<file path="config.mk">
export PLATFORM = sky130hd
export DESIGN_NAME = sdram_row_seq
export DESIGN_NICKNAME = d
export VERILOG_FILES = /design/src/rtl/sdram_row_seq.sv
export SDC_FILE = /design/constraint.sdc
export NUM_CORES = 1
export LEC_CHECK = 0
export BUFFER_PORTS_ARGS = -buffer_cell sky130_fd_sc_hd__buf_4
export CORE_MARGIN = 3
export CORE_UTILIZATION = 46
export DETAILED_ROUTE_END_ITERATION = 6
export PLACE_DENSITY = 0.75
export SLEW_MARGIN = 20
export SYNTH_ARGS = -nofsm -noshare
export SYNTH_HDL_FRONTEND = slang
export SYNTH_SLANG_ARGS = --single-unit
</file>
<file path="constraint.sdc">
create_clock -name clk -period 2 [get_ports clk]
set_input_delay 0.2 -clock clk [delete_from_list [all_inputs] [get_ports clk]]
set_output_delay 0.2 -clock clk [all_outputs]
set_load 0.01 [all_outputs]
</file>
<file path="src/rtl/sdram_row_seq.sv">
module sdram_row_seq #(
  parameter int BANK_W = 2,
  parameter int ROW_W  = 12,
  parameter int COL_W  = 9,
  parameter int T_RCD  = 2,
  parameter int T_RP   = 2
) (
  input  logic                          clk,
  input  logic                          rst_n,
  input  logic                          req_valid,
  output logic                          req_ready,
  input  logic                          req_write,
  input  logic [BANK_W+ROW_W+COL_W-1:0] req_addr,
  input  logic [1:0]                    req_burst,
  output logic                          done,
  output logic                          sd_cs_n,
  output logic                          sd_ras_n,
  output logic                          sd_cas_n,
  output logic                          sd_we_n,
  output logic [BANK_W-1:0]             sd_ba,
  output logic [ROW_W-1:0]              sd_a
);

  localparam int ADDR_W = BANK_W + ROW_W + COL_W;
  localparam int TMAX   = (T_RCD > T_RP) ? T_RCD : T_RP;
  localparam int CMAX   = (TMAX > 8) ? TMAX : 8;
  localparam int CW     = $clog2(CMAX + 1);

  localparam logic [2:0] CMD_ACT = 3'b011;
  localparam logic [2:0] CMD_RD  = 3'b101;
  localparam logic [2:0] CMD_WR  = 3'b100;
  localparam logic [2:0] CMD_PRE = 3'b010;
  localparam logic [2:0] CMD_NOP = 3'b111;

  typedef enum logic [1:0] {S_IDLE, S_RCD, S_BURST, S_RP} state_t;

  state_t            state;
  logic [2:0]        cmd;
  logic [CW-1:0]     cnt;
  logic [CW-1:0]     beats_m1;
  logic [COL_W-1:0]  col_q;
  logic              wr_q;
  logic [CW-1:0]     burst_m1;

  assign {sd_ras_n, sd_cas_n, sd_we_n} = cmd;

  always_comb begin
    case (req_burst)
      2'd0:    burst_m1 = CW'(0);
      2'd1:    burst_m1 = CW'(1);
      2'd2:    burst_m1 = CW'(3);
      default: burst_m1 = CW'(7);
    endcase
  end

  always_ff @(posedge clk) begin
    if (!rst_n) begin
      state     <= S_IDLE;
      req_ready <= 1'b1;
      done      <= 1'b0;
      sd_cs_n   <= 1'b1;
      cmd       <= CMD_NOP;
      sd_ba     <= '0;
      sd_a      <= '0;
      cnt       <= '0;
      beats_m1  <= '0;
      col_q     <= '0;
      wr_q      <= 1'b0;
    end else begin
      done <= 1'b0;
      case (state)
        S_IDLE: begin
          if (req_valid) begin
            sd_cs_n   <= 1'b0;
            cmd       <= CMD_ACT;
            sd_ba     <= req_addr[ADDR_W-1 -: BANK_W];
            sd_a      <= req_addr[COL_W +: ROW_W];
            col_q     <= req_addr[COL_W-1:0];
            wr_q      <= req_write;
            beats_m1  <= burst_m1;
            cnt       <= CW'(T_RCD);
            req_ready <= 1'b0;
            state     <= S_RCD;
          end else begin
            sd_cs_n <= 1'b1;
            cmd     <= CMD_NOP;
          end
        end
        S_RCD: begin
          if (cnt != '0) begin
            cmd <= CMD_NOP;
            cnt <= cnt - 1'b1;
          end else begin
            cmd   <= wr_q ? CMD_WR : CMD_RD;
            sd_a  <= {{(ROW_W-COL_W){1'b0}}, col_q};
            cnt   <= beats_m1;
            state <= S_BURST;
          end
        end
        S_BURST: begin
          if (cnt != '0) begin
            cmd <= CMD_NOP;
            cnt <= cnt - 1'b1;
          end else begin
            cmd   <= CMD_PRE;
            sd_a  <= '0;
            cnt   <= CW'(T_RP);
            state <= S_RP;
          end
        end
        default: begin
          cmd <= CMD_NOP;
          if (cnt > CW'(1)) begin
            cnt <= cnt - 1'b1;
          end else begin
            state     <= S_IDLE;
            req_ready <= 1'b1;
            done      <= 1'b1;
          end
        end
      endcase
    end
  end

  logic is_act, is_col, is_pre, is_nop;
  assign is_act = !sd_cs_n && cmd == CMD_ACT;
  assign is_col = !sd_cs_n && (cmd == CMD_RD || cmd == CMD_WR);
  assign is_pre = !sd_cs_n && cmd == CMD_PRE;
  assign is_nop = !sd_cs_n && cmd == CMD_NOP;

  logic              row_open;
  logic [CW:0]       gap;
  logic [BANK_W-1:0] open_ba;

  always_ff @(posedge clk) begin
    if (!rst_n) begin
      row_open <= 1'b0;
      gap      <= '0;
      open_ba  <= '0;
    end else begin
      if (is_act) begin
        row_open <= 1'b1;
        gap      <= '0;
        open_ba  <= sd_ba;
      end else if (is_nop && gap != '1) begin
        gap <= gap + 1'b1;
      end else if (is_col) begin
        gap <= '1;
      end
      if (is_pre) row_open <= 1'b0;
    end
  end

  p_col_gap_r4: assert property (@(posedge clk) disable iff (!rst_n)
    is_col |-> row_open && gap == (CW+1)'(T_RCD));

  p_col_bank_r5: assert property (@(posedge clk) disable iff (!rst_n)
    is_col |-> sd_ba == open_ba && sd_a[ROW_W-1:COL_W] == '0);

  p_pre_bank_r8: assert property (@(posedge clk) disable iff (!rst_n)
    is_pre |-> row_open && sd_ba == open_ba && sd_a == '0);

  p_act_closed_r11: assert property (@(posedge clk) disable iff (!rst_n)
    is_act |-> !row_open);

  p_done_ready_r9: assert property (@(posedge clk) disable iff (!rst_n)
    done |-> req_ready && is_nop);

  p_ready_quiet_r10: assert property (@(posedge clk) disable iff (!rst_n)
    req_ready |-> (sd_cs_n || cmd == CMD_NOP));

  p_accept_r10: assert property (@(posedge clk) disable iff (!rst_n)
    (req_ready && req_valid) |=> (!req_ready && is_act));

endmodule

</file>
-- Word-level counts from Yosys, hierarchy flattened
Cells that the tools add are included.
- register bits: 40
- input port bits: 29
- logic and storage cells: 61
- add/subtract/negate cells: 1
- order comparisons: 1
- eq/ne operators: 9
- multiplexer cells: 25
- bitwise operators: 2
- reduce and logical (&&, ||, !) cells: 12
- operator list (kind ; count):
    $mux W12 ; 3
    $pmux W12 S3 ; 1
    $pmux W3 S3 ; 2
    $mux W4 ; 4
    $pmux W4 S3 ; 1
    $mux W2 ; 5
    $reduce_and A4 Y1 ; 2
    $reduce_bool A4 Y1 ; 2
    $mux W3 ; 2
    $ne A2 B2 Y1 const B ; 3
    $pmux W2 S3 ; 1
    $mux W1 ; 5
    $eq A2 B1 Y1 const B ; 2
    $eq A2 B2 Y1 const B ; 2
    $gt A4 B1 Y1 const B ; 1
    $logic_not A2 Y1 ; 2
    $ne A4 B1 Y1 const B ; 1
    $reduce_and A2 Y1 ; 2
    $reduce_or A4 Y1 ; 1
    $sub A4 B1 Y4 const B ; 1
    $reduce_and A3 Y1 ; 1
    $reduce_bool A3 Y1 ; 1
    $ne A2 B1 Y1 const B ; 1
    $not A1 Y1 ; 2
    2 further kinds ; 2

-- Longest topological paths before layout
Gate-level depths: netlist of run 1.
- depth after elaboration: 4
- depth in mapped cells: 8
- mapped depth without buffers: 6

-- Worst setup path after synthesis of run 1
OpenSTA, ideal clock, no wires.
- kind: reg-to-reg
- from: reg state[0]
- to: reg sd_a[4]
- arrival time: 1935 ps
- data required time: 1884 ps
- slack: -51 ps
- stages on the path, launching flop included: 9
- buffers on the path: 2
- cells stage by stage: dfxtp_1 > inv_1 > ha_1 > or2_2 > clkbuf_1 > a211o_4 > buf_6 > a211o_1 > o211a_1
- cells in the longest elaborated chain, start to end: 3
- elaborated cells on any way between the ends: 9
- ends and longest elaborated chain (element ; RTL line ; text):
    from (decl) ; 37 ; state_t state;
    from (signal assigned) ; 58 ; state <= S_IDLE;
    from (signal assigned) ; 83 ; state <= S_RCD;
    from (signal assigned) ; 97 ; state <= S_BURST;
    $eq A2 B1 Y1, or another cell as far along ; 71 ; case (state)
    $ne A2 B2 Y1 (no source line) / $reduce_bool A3 Y1 (equally long branches) ; - ;
    $reduce_and A4 Y1 (no source line) ; - ;
    to (signal assigned) ; 77 ; sd_a <= req_addr[COL_W +: ROW_W];
    to (signal assigned) ; 95 ; sd_a <= {{(ROW_W-COL_W){1'b0}}, col_q};
    to (decl) ; 21 ; output logic [ROW_W-1:0] sd_a
Parallel ways exist; a longest one is shown, timed or not.
A chain may end at the register's enable or synchronous reset.

-- Worst setup path after layout of run 1
- from: reg cnt[1]
- to: reg sd_a[11]
- cells in the longest elaborated chain, start to end: 3
- elaborated cells on any way between the ends: 4
- ends and longest elaborated chain (element ; RTL line ; text):
    from (decl) ; 39 ; logic [CW-1:0] cnt;
    from (signal assigned) ; 81 ; cnt <= CW'(T_RCD);
    from (signal assigned) ; 92 ; cnt <= cnt - 1'b1;
    from (signal assigned) ; 96 ; cnt <= beats_m1;
    $reduce_bool A4 Y1 * ; 90, 101 ;
    $ne A2 B2 Y1 (no source line) ; - ;
    $reduce_and A4 Y1 (no source line) * ; - ;
Mark *: on every way between the ends. The rest lies on a longest branch, timed or not.

==> summary.md, run 1 <==
| Metric | Value |
|---|---|
| Status | `finished, final reports clean` |
| Slowest Stage Delay on Critical Path | `400 ps` |
| Final setup skew | `4.45 ps` |
| Sink Count | `39` |
| Max cap viols | `0` |
| Worst Tran Pin Value | `451 ps` |
| Die H | `68.9 um` |
| CP max-delay cell | `or3b_1` |
| Yosys cell types | `35` |
| Reg clk slew, reported paths | `70 ps` |
| Antenna viol nets, final | `0` |
| Core box area | `3740 um2` |
| Routed WL per cell | `13.8 um` |
| Commonest non-fill, non-tap cell in the layout | `buf_4` |
| Fin crit share | `97.4%` |
| Warnings from Yosys | `0` |
| Post-Syn Nets | `244` |
| IO buf count | `48` |
| Initial core utilization | `48.6%` |
| Post-DP HPWL | `2.90 mm` |
| Clk buf depth | `2` |
| Syn Std Cell Area | `1820 um2` |
| LEAKAGE | `1.15 nW` |
| Ports | `49` |
| CTS tree | `yes` |
| CTS buffer count | `5` |
| Min Clock Period, post-route | `1950 ps` |
| GP Congestion | `0.892` |
| Initial DRC count | `104` |
| Vias | `1622` |
| RR Startpoint | `cnt[1]` |
| First-pass GRT wire length | `6.38 mm` |
| Endpoints failing setup | `0` |
| DRC | `0` |
| VDD IR max | `0.000773 V` |
| Drt total wl | `4.24 mm` |
| Drt pass-1 iters | `4` |
| Die area | `4750 um2` |
| Worst-path cell chain | `inv_2 > ha_4 > or3b_1 > buf_4 > a211oi_1 > buf_4 > nand3_1 > a21boi_1` |
| Clock latency at the later pin of the worst-skew pair | `290 ps` |
| Crit path required time | `2230 ps` |
| H-tree depth | `2` |
| Layout Nets | `294` |
| Fillers | `338` |
| Critical Path Start | `cnt[1]` |
| Slew HR | `69.9%` |
| Mapped Cells | `209` |
| Critical path peak fanout | `8` |
| Final slew viol count | `0` |
| Layout cells sized above 1 | `30.4%` |
| Syn avg cell area | `8.70 um2` |
| Util after Layout | `63.5%` |
| Number of gates resized after CTS | `0` |
| Area of the multi-input gates | `957 um2` |
| Vias/cell | `5.27` |
| Initial antenna violation count | `0` |
| Setup CP Type | `reg2reg` |
| CP arrival | `2180 ps` |
| Yosys reg bits | `39` |
| Pwr Density | `1590 nW/um2` |
| P&R area growth vs syn | `30.7%` |
| CTS Root Cell | `clkbuf_8` |
| Final Hold Viols | `0` |
| Seq/Total Area, Yosys | `42.9%` |
| Crit start category | `register` |
| Global-route usage over all layers | `18.7%` |
| # rows | `22` |
| Hold Crit Class | `in2reg` |
| Most frequent cells in the layout | `buf_4, nand2_1, dfxtp_1, a21boi_0, and3_1` |
| CP endpoint kind | `register` |
| Register area | `783 um2` |
| Largest net degree at the start of global routing | `42` |
| Grt ovf | `0` |
| # diodes | `0` |
| Die Span X | `68.9 um` |
| Overall Power | `0.00379 W` |
| Fmax | `513 MHz` |
| Crit path top cell by count | `buf_4` |
| Hold path startpoint | `req_addr[4]` |
| Vias in the first global route | `1387` |
==> metrics by stage <==
stage / std cells / TNS [ps] / hold slack (ps) / instance area (um2) / worst slack [ps]
after CTS: 305 / 0 / 153 / 2340 / 33.3
after floorplan: 209 / 0 / 345 / 1840 / 17.3
after global placement: 297 / 0 / 445 / 2240 / 85.0
after global routing: 308 / -39.2 / 156 / 2380 / -32.5
final: 308 / 0 / 157 / 2380 / 51.9
after detailed placement: 297 / 0 / 454 / 2240 / 49.6
==> synthesized netlist by cell type <==
library cell	number	area [um2]
a21boi_1	1	7.51
nand3b_1	1	7.51
a221oi_1	1	8.76
inv_1	6	22.5
a31oi_1	2	12.5
nand4bb_1	1	11.3
and3_1	11	68.8
a41o_1	1	10.0
a211o_4	1	17.5
nor2b_1	3	18.8
ha_1	6	75.1
o221a_2	1	11.3
or3b_1	1	8.76
mux2i_1	1	10.0
nor3_1	5	25.0
a21oi_1	4	20.0
nand2_1	40	150
a21boi_0	16	120
a211oi_1	1	7.51
nor3b_1	2	15.0
buf_6	2	22.5
o211a_1	9	90.1
clkbuf_1	13	48.8
and2_1	2	12.5
o21ai_0	9	45.0
nand4_1	2	12.5
or2_2	2	12.5
nor2_1	7	26.3
a211o_1	7	61.3
dfxtp_1	39	781
nand3_1	6	30.0
buf_2	1	5.00
a211o_2	3	30.0
o22ai_1	1	6.26
o21a_1	1	7.51
==> critical path: cells and delay by family (launching register included) <==
family | cells | cell delay [ps]
simple gates | 2 | 530
compound gates | 2 | 410
buf+inv | 3 | 450
flops | 1 | 340
fa+ha+maj | 1 | 150
==> final cells by class <==
cell class / instances / share of cell area [%]
Sequential cell: 39 / 32.9
Inverter: 6 / 0.947
Timing Repair Buffer: 59 / 19.1
Clock buffer: 8 / 4.21
Multi-Input combinational cell: 148 / 40.2
Tap cell: 48 / 2.52
==> metal layers <==
| layer | track usage (%) | share of wire (%) | up-vias |
|---|---|---|---|
| li1 | - | - | 832 |
| met3 | 5.51 | 4.9 | 11 |
| met5 | 0 | 0 | - |
| met4 | 9.73 | 2.7 | 0 |
| met1 | 22.4 | 45 | 737 |
| met2 | 30.2 | 48 | 42 |
==> repair_timing <==
| item | 4_1_cts | 5_1_grt |
|---|---|---|
| endpoints found under the setup margin | 0 | 8 |
| setup buffers | 0 | 3 |
| hold buffers | 0 | 0 |
==> where the power goes <==
part | switching (W) | internal [W]
Sequential | 0.000136 | 0.00102
Combinational | 0.00106 | 0.000992
Clock | 0.000269 | 0.000315
==> state kept, by name (all words and copies together), names as in the netlist <==
register	cells
cmd	3
sd_ba	2
beats_m1	3
sd_a	12
req_ready	1
cnt	4
col_q	9
done	1
state	2
sd_cs_n	1
wr_q	1
==> cell families (layout without fill, tap and decap cells) <==
group	count (synthesis)	after routing	share of synthesized area, %
simple gates	83	83	21.9
compound gates	58	58	25.0
flops	39	39	42.9
buf+inv	22	73	5.43
fa+ha+maj	6	6	4.13
mux	1	1	0.550
==> worst paths after layout <==
path	endpoint	slack, ps	cells past startpoint
setup / recovery	sd_a[11]	50	8
hold / removal	col_q[4]	160	3
setup reg to reg	sd_a[11]	50	8
hold reg to reg	col_q[8]	460	2
Note: power is estimated with default switching activity, not from simulation.
==> run 2: changes to the inputs <==
--- a/config.mk
+++ b/config.mk
@@ -7,9 +7,10 @@
 export LEC_CHECK = 0
 export BUFFER_PORTS_ARGS = -buffer_cell sky130_fd_sc_hd__buf_4
 export CORE_MARGIN = 3
-export CORE_UTILIZATION = 46
+export CORE_UTILIZATION = 55
 export DETAILED_ROUTE_END_ITERATION = 6
-export PLACE_DENSITY = 0.75
+export PLACE_DENSITY = 0.84
+export RECOVER_POWER = 25
 export SLEW_MARGIN = 20
 export SYNTH_ARGS = -nofsm -noshare
 export SYNTH_HDL_FRONTEND = slang
==> constraint.sdc (replaced) <==
create_clock -name clk -period 2.3 [get_ports clk]
set_input_delay 0.23 -clock clk [delete_from_list [all_inputs] [get_ports clk]]
set_output_delay 0.23 -clock clk [all_outputs]
set_load 0.01 [all_outputs]
==> summary.md, run 2 (synthesized netlist as in run 1, its figures left out) <==
| Metric | Value |
|---|---|
| Hold path startpoint | `req_addr[4]` |
| Initial DRC count | `166` |
| Max cap viols | `0` |
| Final setup skew | `11.3 ps` |
| Clock latency at the later pin of the worst-skew pair | `350 ps` |
| Slowest Stage Delay on Critical Path | `420 ps` |
| Final Hold Viols | `0` |
| Int Pwr | `0.00178 W` |
| Die Span X | `63.5 um` |
| GP Congestion | `0.916` |
| H-tree depth | `2` |
| CP arrival | `2340 ps` |
| Worst R2R End | `sd_a[9]` |
| Final slew viol count | `0` |
| RSZ-0062 raised after global routing | `no` |
| Vias in the first global route | `1608` |
| Setup CP Type | `reg2reg` |
| Grt ovf | `0` |
| CTS Root Cell | `clkbuf_4` |
| Antenna viol nets, final | `0` |
| Placed insts | `290` |
| Most frequent cells in the layout | `nand2_1, dfxtp_1, buf_4, a21boi_0, clkbuf_1` |
| Vias/cell | `5.58` |
| Status | `finished, final reports clean` |
| Post-DP HPWL | `2.95 mm` |
| Clk buf depth | `2` |
| VDD IR max | `0.000866 V` |
| LEAKAGE | `1.05 nW` |
| Setup WS pre-CTS | `285 ps` |
| CP Depth | `8` |
| Sequential Power Share | `33.0%` |
| Cell family with most CP delay | `simple AND/OR/NAND/NOR gates` |
| IO buf count | `48` |
| Clock power frac | `15.1%` |
| Part of the power in combinational logic | `51.9%` |
| Hold Crit Class | `in2reg` |
| Non-filler cells, final | `298` |
| Initial core utilization | `58.6%` |
| Overall Power | `0.00303 W` |
| Ports | `49` |
| Worst Path Buf+Inv | `3` |
| CP max-delay cell | `or3b_1` |
| Largest Register | `sd_a` |
| Drt total wl | `4.21 mm` |
| Pwr Density | `1360 nW/um2` |
| Hold-fix buffers, CTS | `0` |
| Worst Tran Pin Value | `590 ps` |
| DRC | `0` |
| Worst-path cell chain | `inv_1 > ha_1 > or3b_1 > buf_4 > a211oi_1 > buf_4 > nand3_1 > a21boi_0` |
| Register area | `781 um2` |
| RR Startpoint | `cnt[0]` |
| Largest net degree at the start of global routing | `42` |
| Layout cells sized above 1 | `21.3%` |
| Vias | `1662` |
| Endpoints failing setup | `0` |
| Critical path peak fanout | `12` |
| Core box area | `3100 um2` |
| Worst setup endpoint | `sd_a[9]` |
| Max reg flops | `12` |
| Fillers | `268` |
| Largest registers | `sd_a x12, col_q x9, cnt x4` |
| Layout Nets | `288` |
| # diodes | `0` |
| Commonest non-fill, non-tap cell in the layout | `nand2_1` |
| Routed WL per cell | `14.1 um` |
| CTS tree | `yes` |
| Crit path top cell by count | `buf_4` |
| Global-route usage over all layers | `22.5%` |
| Sink Count | `39` |
| Final setup TNS | `0 ps` |
| Min Clock Period, post-route | `2070 ps` |
| Switch share | `41.2%` |
| First-pass GRT wire length | `7.22 mm` |
| Crit start category | `register` |
| P&R area growth vs syn | `22.3%` |
| Area of the multi-input gates | `940 um2` |
| CP endpoint kind | `register` |
| Fin crit share | `89.9%` |
| Die area | `4030 um2` |
| # rows | `20` |
| Worst reg2reg path depth | `8` |
| Drt pass-1 iters | `4` |
| Initial antenna violation count | `0` |
| Post CTS Setup Buffer Count | `0` |
| Critical Path Start | `cnt[0]` |
| Switch Pwr | `0.00125 W` |
| Die H | `63.5 um` |
| Reg clk slew, reported paths | `130 ps` |
| Final setup margin | `232 ps` |
| Crit path required time | `2580 ps` |
| Number of gates resized after CTS | `0` |
| CTS buffer count | `5` |
| Fmax | `483 MHz` |
| Slew HR | `60.7%` |
| Register-to-register setup slack | `230 ps` |
| Util after Layout | `71.7%` |
==> run 2: cell types whose count changed in the layout (fill, tap and decap cells not counted), sizes merged <==
cell    before  now
buf         59   39
bufinv       0    1
clkbuf       8   19
clkinv       0    2
==> run 2: cell type report <==
cell class | instances | area share (%)
Inverter | 6 | 1.01
Timing Repair Buffer | 53 | 15.5
Clock buffer | 5 | 1.69
Sequential cell | 39 | 35.1
Clock inverter | 3 | 1.97
Multi-Input combinational cell | 148 | 42.2
Tap cell | 44 | 2.47
==> run 2: power groups by stage <==
stage	registers [W]	logic, W	clock network (W)
after floorplan	0.00105	0.00109	0
after global placement	0.00101	0.00158	0
after detailed placement	0.00102	0.00160	0
after CTS	0.00100	0.00161	0.000468
after global routing	0.00102	0.00174	0.000504
final	0.00100	0.00157	0.000457
==> run 2: tightest hold or removal path: stages <==
cell and delay, ps:
buf_4 110, nand2_1 40, a21boi_0 60
==> run 2: how the worst min path moves through the flow <==
stage | end | cells after the start
6_report | col_q[4] | 3
4_1_cts | col_q[4] | 3
3_3_place_gp | col_q[4] | 2
5_1_grt | col_q[4] | 3
2_1_floorplan | beats_m1[1] | 2
3_5_place_dp | col_q[5] | 2
==> run 2: metrics by stage <==
step / hold slack [ps] / cell area (um2)
detailed placement: 454 / 2200
global route: 114 / 2220
CTS: 113 / 2280
global placement: 447 / 2200
finish: 130 / 2220
floorplan: 375 / 1820
==> run 2: routing by layer <==
layer / share of wire (%) / wire, um / vias to the layer above / global-route usage, %
met5: 0 / 0 / - / 0
met4: 2.1 / 89 / 0 / 9.16
met3: 5.6 / 234 / 9 / 5.70
met2: 50 / 2110 / 58 / 38.3
met1: 42 / 1770 / 770 / 26.8
li1: - / - / 825 / -
==> run 3: changes to the inputs <==
--- a/config.mk
+++ b/config.mk
@@ -6,9 +6,11 @@
 export NUM_CORES = 1
 export LEC_CHECK = 0
 export BUFFER_PORTS_ARGS = -buffer_cell sky130_fd_sc_hd__buf_4
+export CORE_ASPECT_RATIO = 0.8
 export CORE_MARGIN = 3
 export CORE_UTILIZATION = 55
 export DETAILED_ROUTE_END_ITERATION = 6
+export MAX_ROUTING_LAYER = met4
 export PLACE_DENSITY = 0.84
 export RECOVER_POWER = 25
 export SLEW_MARGIN = 20
==> summary.md, run 3 (synthesized netlist as in run 1, its figures left out) <==
| Metric | Value |
|---|---|
| Part of the power in combinational logic | `50.3%` |
| DRC | `0` |
| P&R area growth vs syn | `22.4%` |
| Global-route usage over all layers | `20.2%` |
| First-pass GRT wire length | `6.36 mm` |
| Max reg flops | `12` |
| Uppermost layer routed | `met4` |
| Worst Tran Pin Value | `556 ps` |
| Final slew viol count | `0` |
| Routed length on met2 | `1.92 mm` |
| Post-DP HPWL | `2.85 mm` |
| Final setup skew | `5.11 ps` |
| Initial antenna violation count | `0` |
| Sink Count | `39` |
| Ports | `49` |
| CP arrival | `2350 ps` |
| Clk buf depth | `2` |
| Critical path peak fanout | `14` |
| Die Span X | `70.3 um` |
| Grt ovf | `0` |
| Switch Pwr | `0.00123 W` |
| Max cap viols | `0` |
| Sequential Power Share | `32.9%` |
| Die H | `57.4 um` |
| Final Hold Viols | `0` |
| Initial core utilization | `58.1%` |
| Commonest non-fill, non-tap cell in the layout | `nand2_1` |
| Crit path required time | `2480 ps` |
| Vias | `1628` |
| CP endpoint kind | `register` |
| Int Pwr | `0.00179 W` |
| # rows | `18` |
| RSZ-0062 raised after global routing | `no` |
| Hold-fix buffers, CTS | `0` |
| Min Clock Period, post-route | `2170 ps` |
| Drt pass-1 iters | `4` |
| CTS buffer count | `5` |
| Crit start category | `register` |
| Wl on met1 | `1.89 mm` |
| VDD IR max | `0.000623 V` |
| Reg clk slew, reported paths | `70 ps` |
| Vias in the first global route | `1471` |
| Largest Register | `sd_a` |
| Die area | `4040 um2` |
| Pwr Density | `1360 nW/um2` |
| Antenna viol nets, final | `0` |
| Number of gates resized after CTS | `0` |
| Vias/cell | `5.58` |
| Slew HR | `62.9%` |
| H-tree depth | `2` |
| Met3 wirelength from detailed routing | `209 um` |
| Post CTS Setup Buffer Count | `0` |
| Initial DRC count | `76` |
| Largest net degree at the start of global routing | `42` |
| Endpoints failing setup | `0` |
| Final setup TNS | `0 ps` |
| GP Congestion | `0.904` |
| Layout cells sized above 1 | `20.6%` |
| Fillers | `275` |
| Setup CP Type | `reg2reg` |
| Clock latency at the later pin of the worst-skew pair | `290 ps` |
| Largest registers | `sd_a x12, col_q x9, cnt x4` |
| Status | `finished, final reports clean` |
| Fin crit share | `94.4%` |
| Most frequent cells in the layout | `nand2_1, dfxtp_1, buf_4, a21boi_0, clkbuf_1` |
| LEAKAGE | `1.05 nW` |
| Routed WL per cell | `13.9 um` |
| CTS Root Cell | `clkbuf_8` |
| Drt total wl | `4.05 mm` |
| Hold Crit Class | `in2reg` |
| Layout Nets | `286` |
| IO buf count | `48` |
| # diodes | `0` |
| Clock power frac | `16.8%` |
| Switch share | `40.7%` |
| Core box area | `3130 um2` |
| CTS tree | `yes` |
| Fmax | `460 MHz` |
| Util after Layout | `71.1%` |
run 3: critical path: stages (launching register included):
cell     delay (ps)
dfxtp_1         350
inv_1            70
ha_1            220
or3b_1          520
a211o_4         470
a211o_2         320
o211a_1         120
run 3: routing by layer:
layer  global-route usage [%]  vias up
met5                        -        -
met4                     5.74        0
met3                     4.58        5
met2                     34.4       44
met1                     24.0      758
li1                         -      821
run 3: path summary, 6_finish.rpt:
kind	start	to	slack, ps	depth (start not counted)
worst max-delay path	cnt[0]	sd_a[2]	130	6
worst min-delay path	req_addr[1]	col_q[1]	200	3
worst max register to register	cnt[0]	sd_a[2]	130	6
worst min register to register	col_q[4]	col_q[4]	460	2
run 3: final cells by class:
| class | instances | area, um2 | share of cell area (%) |
|---|---|---|---|
| Clock buffer | 7 | 96.3 | 4.33 |
| Clock inverter | 1 | 7.51 | 0.337 |
| Tap cell | 40 | 50.0 | 2.25 |
| Multi-Input combinational cell | 148 | 940 | 42.2 |
| Timing Repair Buffer | 51 | 330 | 14.8 |
| Inverter | 6 | 22.5 | 1.01 |
| Sequential cell | 39 | 781 | 35.1 |
run 3: power by group through the flow:
| stage | Combinational (W) | Clock (W) | Sequential, W |
|---|---|---|---|
| 5_1_grt | 0.00167 | 0.000540 | 0.00102 |
| 6_report | 0.00152 | 0.000507 | 0.000996 |
| 3_5_place_dp | 0.00157 | 0 | 0.00101 |
| 2_1_floorplan | 0.00109 | 0 | 0.00105 |
| 4_1_cts | 0.00158 | 0.000514 | 0.00100 |
| 3_3_place_gp | 0.00154 | 0 | 0.00101 |
run 3: per-stage QoR:
stage	total power [W]	std cells	setup slack, ps	hold WS [ps]	instance area, um2
floorplan	0.00215	209	249	375	1820
global placement	0.00255	284	211	448	2180
detailed placement	0.00258	284	149	453	2180
CTS	0.00309	292	143	193	2280
global route	0.00323	292	56.2	204	2230
finish	0.00302	292	128	196	2230
